===== src/rtl/widen_dec_pkg.sv =====
package widen_dec_pkg;

    parameter int REG_W   = 5;
    parameter int INSTR_W = 32;
    parameter int CODE_W  = 2;
    parameter int GRP_W   = REG_W + 1;

    localparam logic [6:0]    VEC_OPC      = 7'b1010111;
    localparam logic [2:0]    FAMILY_TOP   = 3'b110;
    localparam logic [2:0]    FORM_VV      = 3'b010;
    localparam logic [2:0]    FORM_VX      = 3'b110;
    localparam logic [CODE_W-1:0] CODE_MAX = '1;

    typedef struct packed {
        logic             valid;
        logic             match;
        logic             illegal;
        logic             sub;
        logic             sgn;
        logic             wide_a;
        logic             scalar_b;
        logic             masked;
        logic [REG_W-1:0] rd;
        logic [REG_W-1:0] rs_a;
        logic [REG_W-1:0] rs_b;
    } wdec_res_t;

endpackage


===== src/rtl/widen_field_decode.sv =====
module widen_field_decode
    import widen_dec_pkg::*;
(
    input  logic [INSTR_W-1:0] instr,
    output logic               recognised,
    output logic               is_sub,
    output logic               is_signed,
    output logic               wide_a,
    output logic               scalar_b,
    output logic               masked,
    output logic [REG_W-1:0]   rd,
    output logic [REG_W-1:0]   rs_a,
    output logic [REG_W-1:0]   rs_b
);
    logic [2:0] form;

    always_comb begin
        form       = instr[14:12];
        recognised = (instr[6:0] == VEC_OPC) &&
                     (instr[31:29] == FAMILY_TOP) &&
                     ((form == FORM_VV) || (form == FORM_VX));
        is_signed  = instr[26];
        is_sub     = instr[27];
        wide_a     = instr[28];
        scalar_b   = instr[14];
        masked     = ~instr[25];
        rd         = instr[11:7];
        rs_b       = instr[19:15];
        rs_a       = instr[24:20];
    end

endmodule


===== src/rtl/widen_src_check.sv =====
module widen_src_check
    import widen_dec_pkg::*;
(
    input  logic              en,
    input  logic              dbl_align,
    input  logic              chk_ovl,
    input  logic [REG_W-1:0]  rd,
    input  logic [REG_W-1:0]  rs,
    input  logic [CODE_W-1:0] lmul,
    output logic              bad
);
    logic [GRP_W-1:0] slen;
    logic [GRP_W-1:0] dlen;
    logic [GRP_W-1:0] alen;
    logic [GRP_W-1:0] rd_x;
    logic [GRP_W-1:0] rs_x;
    logic             misalign;
    logic             overlap;

    always_comb begin
        slen     = GRP_W'(1) << lmul;
        dlen     = slen << 1;
        alen     = dbl_align ? dlen : slen;
        rd_x     = {1'b0, rd};
        rs_x     = {1'b0, rs};
        misalign = (rs_x & (alen - GRP_W'(1))) != '0;
        overlap  = chk_ovl && !((rd_x >= rs_x + slen) || (rs_x >= rd_x + dlen));
        bad      = en && (misalign || overlap);
    end

endmodule


===== src/rtl/widen_addsub_decoder.sv =====
module widen_addsub_decoder
    import widen_dec_pkg::*;
(
    input  logic               clk,
    input  logic               rst_n,
    input  logic               in_valid,
    input  logic [INSTR_W-1:0] instr_i,
    input  logic [CODE_W-1:0]  sew_i,
    input  logic [CODE_W-1:0]  lmul_i,
    output logic               out_valid,
    output logic               out_match,
    output logic               out_illegal,
    output logic               out_sub,
    output logic               out_signed,
    output logic               out_wide_a,
    output logic               out_scalar_b,
    output logic               out_masked,
    output logic [REG_W-1:0]   out_rd,
    output logic [REG_W-1:0]   out_rs_a,
    output logic [REG_W-1:0]   out_rs_b
);
    localparam int N_CHK = 3;

    logic             f_rec, f_sub, f_sgn, f_wide, f_scal, f_msk;
    logic [REG_W-1:0] f_rd, f_ra, f_rb;

    logic             chk_en   [N_CHK];
    logic             chk_dbl  [N_CHK];
    logic             chk_ovl  [N_CHK];
    logic [REG_W-1:0] chk_idx  [N_CHK];
    logic             chk_bad  [N_CHK];

    logic             width_bad;
    logic             mask_bad;
    logic             any_bad;

    wdec_res_t dec_d, dec_q;

    widen_field_decode u_fields (
        .instr      (instr_i),
        .recognised (f_rec),
        .is_sub     (f_sub),
        .is_signed  (f_sgn),
        .wide_a     (f_wide),
        .scalar_b   (f_scal),
        .masked     (f_msk),
        .rd         (f_rd),
        .rs_a       (f_ra),
        .rs_b       (f_rb)
    );

    // slot 0: destination, slot 1: operand at [24:20], slot 2: operand at [19:15]
    always_comb begin
        chk_en[0]  = 1'b1;
        chk_dbl[0] = 1'b1;
        chk_ovl[0] = 1'b0;
        chk_idx[0] = f_rd;
        chk_en[1]  = 1'b1;
        chk_dbl[1] = f_wide;
        chk_ovl[1] = ~f_wide;
        chk_idx[1] = f_ra;
        chk_en[2]  = ~f_scal;
        chk_dbl[2] = 1'b0;
        chk_ovl[2] = 1'b1;
        chk_idx[2] = f_rb;
    end

    for (genvar g = 0; g < N_CHK; g++) begin : g_chk
        widen_src_check u_chk (
            .en        (chk_en[g]),
            .dbl_align (chk_dbl[g]),
            .chk_ovl   (chk_ovl[g]),
            .rd        (f_rd),
            .rs        (chk_idx[g]),
            .lmul      (lmul_i),
            .bad       (chk_bad[g])
        );
    end

    always_comb begin
        width_bad = (sew_i == CODE_MAX) || (lmul_i == CODE_MAX);
        mask_bad  = f_msk && (f_rd == '0);
        any_bad   = width_bad || mask_bad;
        for (int i = 0; i < N_CHK; i++) begin
            any_bad = any_bad || chk_bad[i];
        end

        dec_d = '0;
        if (in_valid) begin
            dec_d.valid = 1'b1;
            if (f_rec) begin
                dec_d.match    = 1'b1;
                dec_d.illegal  = any_bad;
                dec_d.sub      = f_sub;
                dec_d.sgn      = f_sgn;
                dec_d.wide_a   = f_wide;
                dec_d.scalar_b = f_scal;
                dec_d.masked   = f_msk;
                dec_d.rd       = f_rd;
                dec_d.rs_a     = f_ra;
                dec_d.rs_b     = f_rb;
            end
        end
    end

    always_ff @(posedge clk or negedge rst_n) begin
        if (!rst_n) begin
            dec_q <= '0;
        end else begin
            dec_q <= dec_d;
        end
    end

    assign out_valid    = dec_q.valid;
    assign out_match    = dec_q.match;
    assign out_illegal  = dec_q.illegal;
    assign out_sub      = dec_q.sub;
    assign out_signed   = dec_q.sgn;
    assign out_wide_a   = dec_q.wide_a;
    assign out_scalar_b = dec_q.scalar_b;
    assign out_masked   = dec_q.masked;
    assign out_rd       = dec_q.rd;
    assign out_rs_a     = dec_q.rs_a;
    assign out_rs_b     = dec_q.rs_b;

    AST_VALID_FOLLOWS: assert property (@(posedge clk) disable iff (!rst_n)
        in_valid |=> out_valid);
    AST_IDLE_CLEARS: assert property (@(posedge clk) disable iff (!rst_n)
        !in_valid |=> !out_valid && !out_match);
    AST_NOMATCH_QUIET: assert property (@(posedge clk) disable iff (!rst_n)
        !out_match |-> !out_illegal && out_rd == '0 && !out_masked);
    AST_WIDTH_LIMIT: assert property (@(posedge clk) disable iff (!rst_n)
        in_valid && (sew_i == CODE_MAX || lmul_i == CODE_MAX) |=> !out_match || out_illegal);
    AST_RD_ODD: assert property (@(posedge clk) disable iff (!rst_n)
        out_match && out_rd[0] |-> out_illegal);
    AST_MASK_V0: assert property (@(posedge clk) disable iff (!rst_n)
        out_match && out_masked && out_rd == '0 |-> out_illegal);

endmodule


===== config.mk =====
export PLATFORM = sky130hd
export DESIGN_NAME = widen_addsub_decoder
export DESIGN_NICKNAME = d
export VERILOG_FILES = /design/src/rtl/widen_dec_pkg.sv /design/src/rtl/widen_field_decode.sv /design/src/rtl/widen_src_check.sv /design/src/rtl/widen_addsub_decoder.sv
export SDC_FILE = /design/constraint.sdc
export NUM_CORES = 1
export LEC_CHECK = 0
export ABC_AREA = 1
export CORE_AREA = 2 2 51 89
export CTS_CLUSTER_DIAMETER = 200
export DETAILED_ROUTE_END_ITERATION = 16
export DIE_AREA = 0 0 53 91
export PLACE_DENSITY = 0.87
export SYNTH_ARGS = -nofsm -noshare
export SYNTH_HDL_FRONTEND = slang
export SYNTH_SLANG_ARGS = --single-unit
export TNS_END_PERCENT = 5

===== constraint.sdc =====
create_clock -name clk -period 0.8 [get_ports clk]
set_input_delay 0.12 -clock clk [delete_from_list [all_inputs] [get_ports clk]]
set_output_delay 0.12 -clock clk [all_outputs]
set_load 0.1 [all_outputs]

==> metrics.md, run 1 <==
| Metric | Value |
|---|---|
| Outcome | `aborted with a tool error` |
| Stopped at | `5_1_grt` |
| First Err | `[ERROR GRT-0232] Routing congestion too high. Check the congestion heatmap in the GUI.` |
| Pre-CTS setup slack | `-2080 ps` |
| GP Congestion | `between 1 and 1.5` |
| Area fraction in compound gates after synthesis | `7.93%` |
| CTS sink cnt | `23` |
| Syn Inst Count | `278` |
| Synthesized area | `2020 µm²` |
| Port bufs | `61` |
| XOR/XNOR share of the synthesized area | `about 3.0%` |
| Register bit total from synthesis | `23` |
| IO Pins | `62` |
| WEP type | `register input` |
| CTS Root Cell | `clkbuf_8` |
| H-tree lvl count | `1` |
| Gr ovfl total | `25` |
| Yosys cell types | `30` |
| Top FF cell, synth | `dfrtp_1` |
| Die H | `91 µm` |
| Largest family of logic cells by synthesized area | `simple AND/OR/NAND/NOR gates` |
| Async S/R FF share, synth | `between 90% and 100%` |
| Pin count of the biggest net entering global routing | `24` |
| Synth warn | `0` |
| Post-Synth Adder-Cell Area | `approximately a fifth` |
| Placed Cells | `roughly 440` |
| Row count | `31` |
| Initial core utilization | `roughly half` |
| Mux cell area share after synthesis | `0%` |
| Post-synth EDFFs | `0` |
| Mean Syn Cell Area | `between 7 and 8 µm²` |
| Post-DP HPWL | `~6400 µm` |
| Gr usage total | `66.5%` |
| Maximum buffer depth of the clock tree | `2` |
| Post-synthesis sequential area ratio | `28.5%` |
| Post-GRT worst EP | `out_illegal$_DFF_PN0_/D` |
| Simple-Gate Fraction of Synth Area | `a little over a quarter` |
| Syn nets | `350` |
| DIE WIDTH | `between 50 and 60 µm` |
| Placed Area | `roughly 3400 µm²` |
| CTS buffer count | `3` |
metal layers:
layer | global-route usage, % | GRT overflow
met2 | 87.5 | 16
met3 | 36.7 | 1
met4 | 69.4 | 8
met1 | 67.9 | 0
met5 | 6.41 | 0
metrics by stage:
step	setup TNS [ps]	utilization (%)
2_1_floorplan	-8930	-
3_3_place_gp	-14610	82.7
3_5_place_dp	-16920	82.7
4_1_cts	-7430	91.3
cell usage after synthesis, drive strengths merged, types with 6 or more instances:
| library cell | count | area (µm²) |
|---|---|---|
| o21ai | 9 | 45.0 |
| ha | 33 | 413 |
| nand2 | 75 | 307 |
| dfrtp | 23 | 576 |
| inv | 59 | 231 |
| nand3 | 8 | 45.0 |
| xor2 | 6 | 52.6 |
| a21oi | 11 | 58.8 |
| nor2 | 34 | 151 |
logic make-up after synthesis:
| family | Yosys count |
|---|---|
| AO/OA/AOI/OAI | 28 |
| XOR/XNOR | 7 |
| flip-flops | 23 |
| adder cells (fa/ha/maj) | 33 |
| buffers and inverters | 63 |
| AND/OR/NAND/NOR | 124 |
repair_timing:
action,CTS
resized for setup,107
setup endpoints to repair,45
setup buffers,11
pin swaps,32
hold buffers,0
gates cloned,2
==> run 2: changes to the inputs <==
--- a/config.mk
+++ b/config.mk
@@ -6,11 +6,10 @@
 export NUM_CORES = 1
 export LEC_CHECK = 0
 export ABC_AREA = 1
-export CORE_AREA = 2 2 51 89
-export CTS_CLUSTER_DIAMETER = 200
+export CORE_AREA = 2 2 75 77
 export DETAILED_ROUTE_END_ITERATION = 16
-export DIE_AREA = 0 0 53 91
-export PLACE_DENSITY = 0.87
+export DIE_AREA = 0 0 77 79
+export PLACE_DENSITY_LB_ADDON = 0.15
 export SYNTH_ARGS = -nofsm -noshare
 export SYNTH_HDL_FRONTEND = slang
 export SYNTH_SLANG_ARGS = --single-unit
==> run 2 against run 1 <==
  * The flow now finishes, with violations (negative setup slack)
  * Synthesized cell count stayed put
  * Area after synthesis stayed put
==> metrics.md, run 2 <==
| Metric | Value |
|---|---|
| Hold bufs inserted after CTS | `0 (unchanged)` |
| Wirelength, routed | `approximately 6100 µm` |
| Vias/cell | `4.58` |
| TritonRoute pass-1 iters | `4` |
| Syn nets | `350 (unchanged)` |
| Final setup vio count | `44` |
| Top FF cell, synth | `dfrtp_1 (unchanged)` |
| Share of Yosys cell area claimed by the top area cell type | `28.5% (unchanged)` |
| Row count | `27 (was 31)` |
| RSZ-0062 raised after global routing | `true` |
| Syn Inst Count | `278 (unchanged)` |
| DR iter-0 viols | `100` |
| Clock transition at path regs | `around 80 ps` |
| Maximum buffer depth of the clock tree | `2 (unchanged)` |
| Crit path kind | `in2reg` |
| Die H | `79 µm (was 91 µm)` |
| Post-synth EDFFs | `0 (unchanged)` |
| Crit. End Element | `register` |
| Gr ovfl total | `0` |
| Synth warn | `0 (unchanged)` |
| Post-DP HPWL | `4970 µm (was 6380 µm)` |
| Via count | `between 2000 and 2500` |
| Core area | `5340 µm²` |
| Max Clk Rate | `0.544 GHz` |
| Maxcap violations | `0` |
| CP startpoint kind | `primary input` |
| Area fraction in compound gates after synthesis | `7.93% (unchanged)` |
| Placed Area | `3430 µm² (was 3370 µm²)` |
| Die area | `a little over 6000 µm²` |
| ANT cells | `0` |
| CTS sink cnt | `23 (unchanged)` |
| First-pass GRT wire length | `between 9000 and 10000 µm` |
| Overall Power | `about 3.4 mW` |
| H-tree lvl count | `1 (unchanged)` |
| Crit path required time | `roughly 990 ps` |
| Post-route ant nets | `0` |
| Largest family of logic cells by synthesized area | `simple AND/OR/NAND/NOR gates (unchanged)` |
| Leading area contributor after synthesis | `dfrtp_1 (unchanged)` |
| Post-Synth Adder-Cell Area | `20.4% (unchanged)` |
| Most common cell after layout, fill and taps aside | `buf_4` |
| Final slew viol count | `0` |
| Final worst-path cycle share | `230%` |
| Synthesized area | `2020 µm² (unchanged)` |
| GP Congestion | `0.885 (was 1.04)` |
| Hold Path Class | `in2async` |
| Simple-Gate Fraction of Synth Area | `27.1% (unchanged)` |
| XOR/XNOR share of the synthesized area | `3.04% (unchanged)` |
| Cell Count, Final, Fillers Out | `roughly 480` |
| DRC violations left | `0` |
| CTS buffer count | `3 (unchanged)` |
| CTS tree | `built` |
| Pwr/cell area | `893 nW/µm²` |
| WL/cell | `between 10 and 15 µm` |
| Share of cells above drive strength 1 | `~43%` |
| Final worst path period need | `around 1800 ps` |
| Mux cell area share after synthesis | `0% (unchanged)` |
| Slew headroom | `a little over 80%` |
| Pin count of the biggest net entering global routing | `24` |
| Worst VDD drop | `0.466 mV` |
| Violated checks | `negative setup slack` |
| Crit path DAT | `around 2000 ps` |
| Leakage power | `between 2 and 2.5 nW` |
| Outcome | `finished with violations (was aborted with a tool error)` |
| Gr usage total | `19.6%` |
| Post-Layout Inst Area | `about 3800 µm²` |
| Crit path max fanout | `6` |
| IO Pins | `62 (unchanged)` |
| Register bit total from synthesis | `23 (unchanged)` |
| Synth top cells by count | `nand2_1 (67), inv_1 (57), ha_1 (33) (unchanged)` |
| DIE WIDTH | `77 µm (was 53 µm)` |
| Placed Cells | `467 (was 439)` |
| Nets | `479` |
| Synthesis-to-layout area growth | `87.2%` |
| Slew at the pin closest to its max-slew limit | `268 ps` |
| Vias in the first global route | `about 2200` |
| Port bufs | `61 (unchanged)` |
| Final hold vios | `0` |
| Final hold slack | `slightly above 200 ps` |
| Most numerous cell in the Yosys netlist | `nand2_1 (unchanged)` |
| Yosys cell types | `30 (unchanged)` |
| Async S/R FF share, synth | `100% (unchanged)` |
| Final WS setup | `-1040 ps` |
| Post-synthesis sequential area ratio | `28.5% (unchanged)` |
| Largest cells by area after synthesis | `dfrtp_1 (29%), ha_1 (20%), nand2_1 (12%) (unchanged)` |
| Initial core utilization | `37.8% (was 49.6%)` |
| Highest-count cells in the layout ignoring fill and taps | `buf_4 (60), nand2_1 (57), inv_1 (48), buf_12 (28), ha_1 (26)` |
| Initial antenna violation count | `0` |
| Mean Syn Cell Area | `7.26 µm² (unchanged)` |
| CTS Root Cell | `clkbuf_8 (unchanged)` |
## run 2: cell counts after synthesis
No cell type changed its count.
## run 2: final timing paths
check                      startpoint           to  slack, ps  cells past startpoint
max in group asynchronous       rst_n  out_rs_a[4]        460                      2
min in group clk           instr_i[3]    out_match        210                      3
max                         lmul_i[1]  out_illegal      -1040                     21
min                             rst_n      out_sub        200                      2
## run 2: critical path, cell delays in order
cell and delay, ps:
buf_12 120, nor2_4 130, nand2_2 80, nand2_2 70, inv_2 50, ha_4 150, inv_2 60, nand2_4 50
xor2_2 180, ha_1 290, nand2_1 70, inv_1 30, nand2_1 50, nand2_1 50, nand2_1 80, nand2_2 60
a21oi_2 140, nand2_2 70, nand2_2 50, nor2_1 40, nor2_1 70
## run 2: repair_timing
action,in CTS,in global routing
gates cloned,0,2
setup endpoints to repair,45,45
gates resized for setup,45,78
pin swaps,18,31
buffers inserted,6,1
## run 2: final cells by class
type / count / area [µm²]
clock buffer: 3 / 41.3
clock inverter: 1 / 5.00
fill: 440 / 1560
inverter: 59 / 236
multi-input combinational: 192 / 1440
sequential: 23 / 576
tap: 72 / 90.1
timing repair buffer: 128 / 1390
## run 2: per-layer routing
metal / global-route usage, % / vias to the layer above / part of all wire [%]
met4: 9.11 / 0 / 3.4
li1: - / 1118 / -
met2: 36.8 / 62 / 52
met1: 22.0 / 994 / 40
met5: 0 / - / 0
met3: 2.50 / 15 / 4.4
## run 2: kinds of logic (layout without fill, tap and decap cells)
group	after synthesis	after routing
xor gates and xnor gates	7	7
and+or+nand+nor	124	124
AOI/OAI and AO/OA	28	28
DFF	23	23
buffers and inverters	63	191
adders and majority gates	33	33
## run 2: power by group
part	internal (mW)	total [mW]	switching [mW]
Clock	0.346	0.680	0.334
Sequential	1.16	1.17	0.00226
Combinational	0.748	1.53	0.780
Total	2.26	3.38	1.12
## run 2: stage by stage
stage / setup TNS, ps / util, % / worst slack [ps]
floorplan: -8930 / - / -1130
global placement: -15230 / 64.3 / -1850
detailed placement: -15650 / 64.3 / -1950
CTS: -10270 / 67.3 / -1180
global route: -9300 / 70.8 / -1180
finish: -6820 / 70.8 / -1040
(Power assumes the default switching activity.)
==> run 3: changes to the inputs <==
--- a/config.mk
+++ b/config.mk
@@ -7,6 +7,7 @@
 export LEC_CHECK = 0
 export ABC_AREA = 1
 export CORE_AREA = 2 2 75 77
+export CTS_CLUSTER_SIZE = 12
 export DETAILED_ROUTE_END_ITERATION = 16
 export DIE_AREA = 0 0 77 79
 export PLACE_DENSITY_LB_ADDON = 0.15
==> results of run 3 <==
Final layout, timing and power as in run 2 (identical DEF).
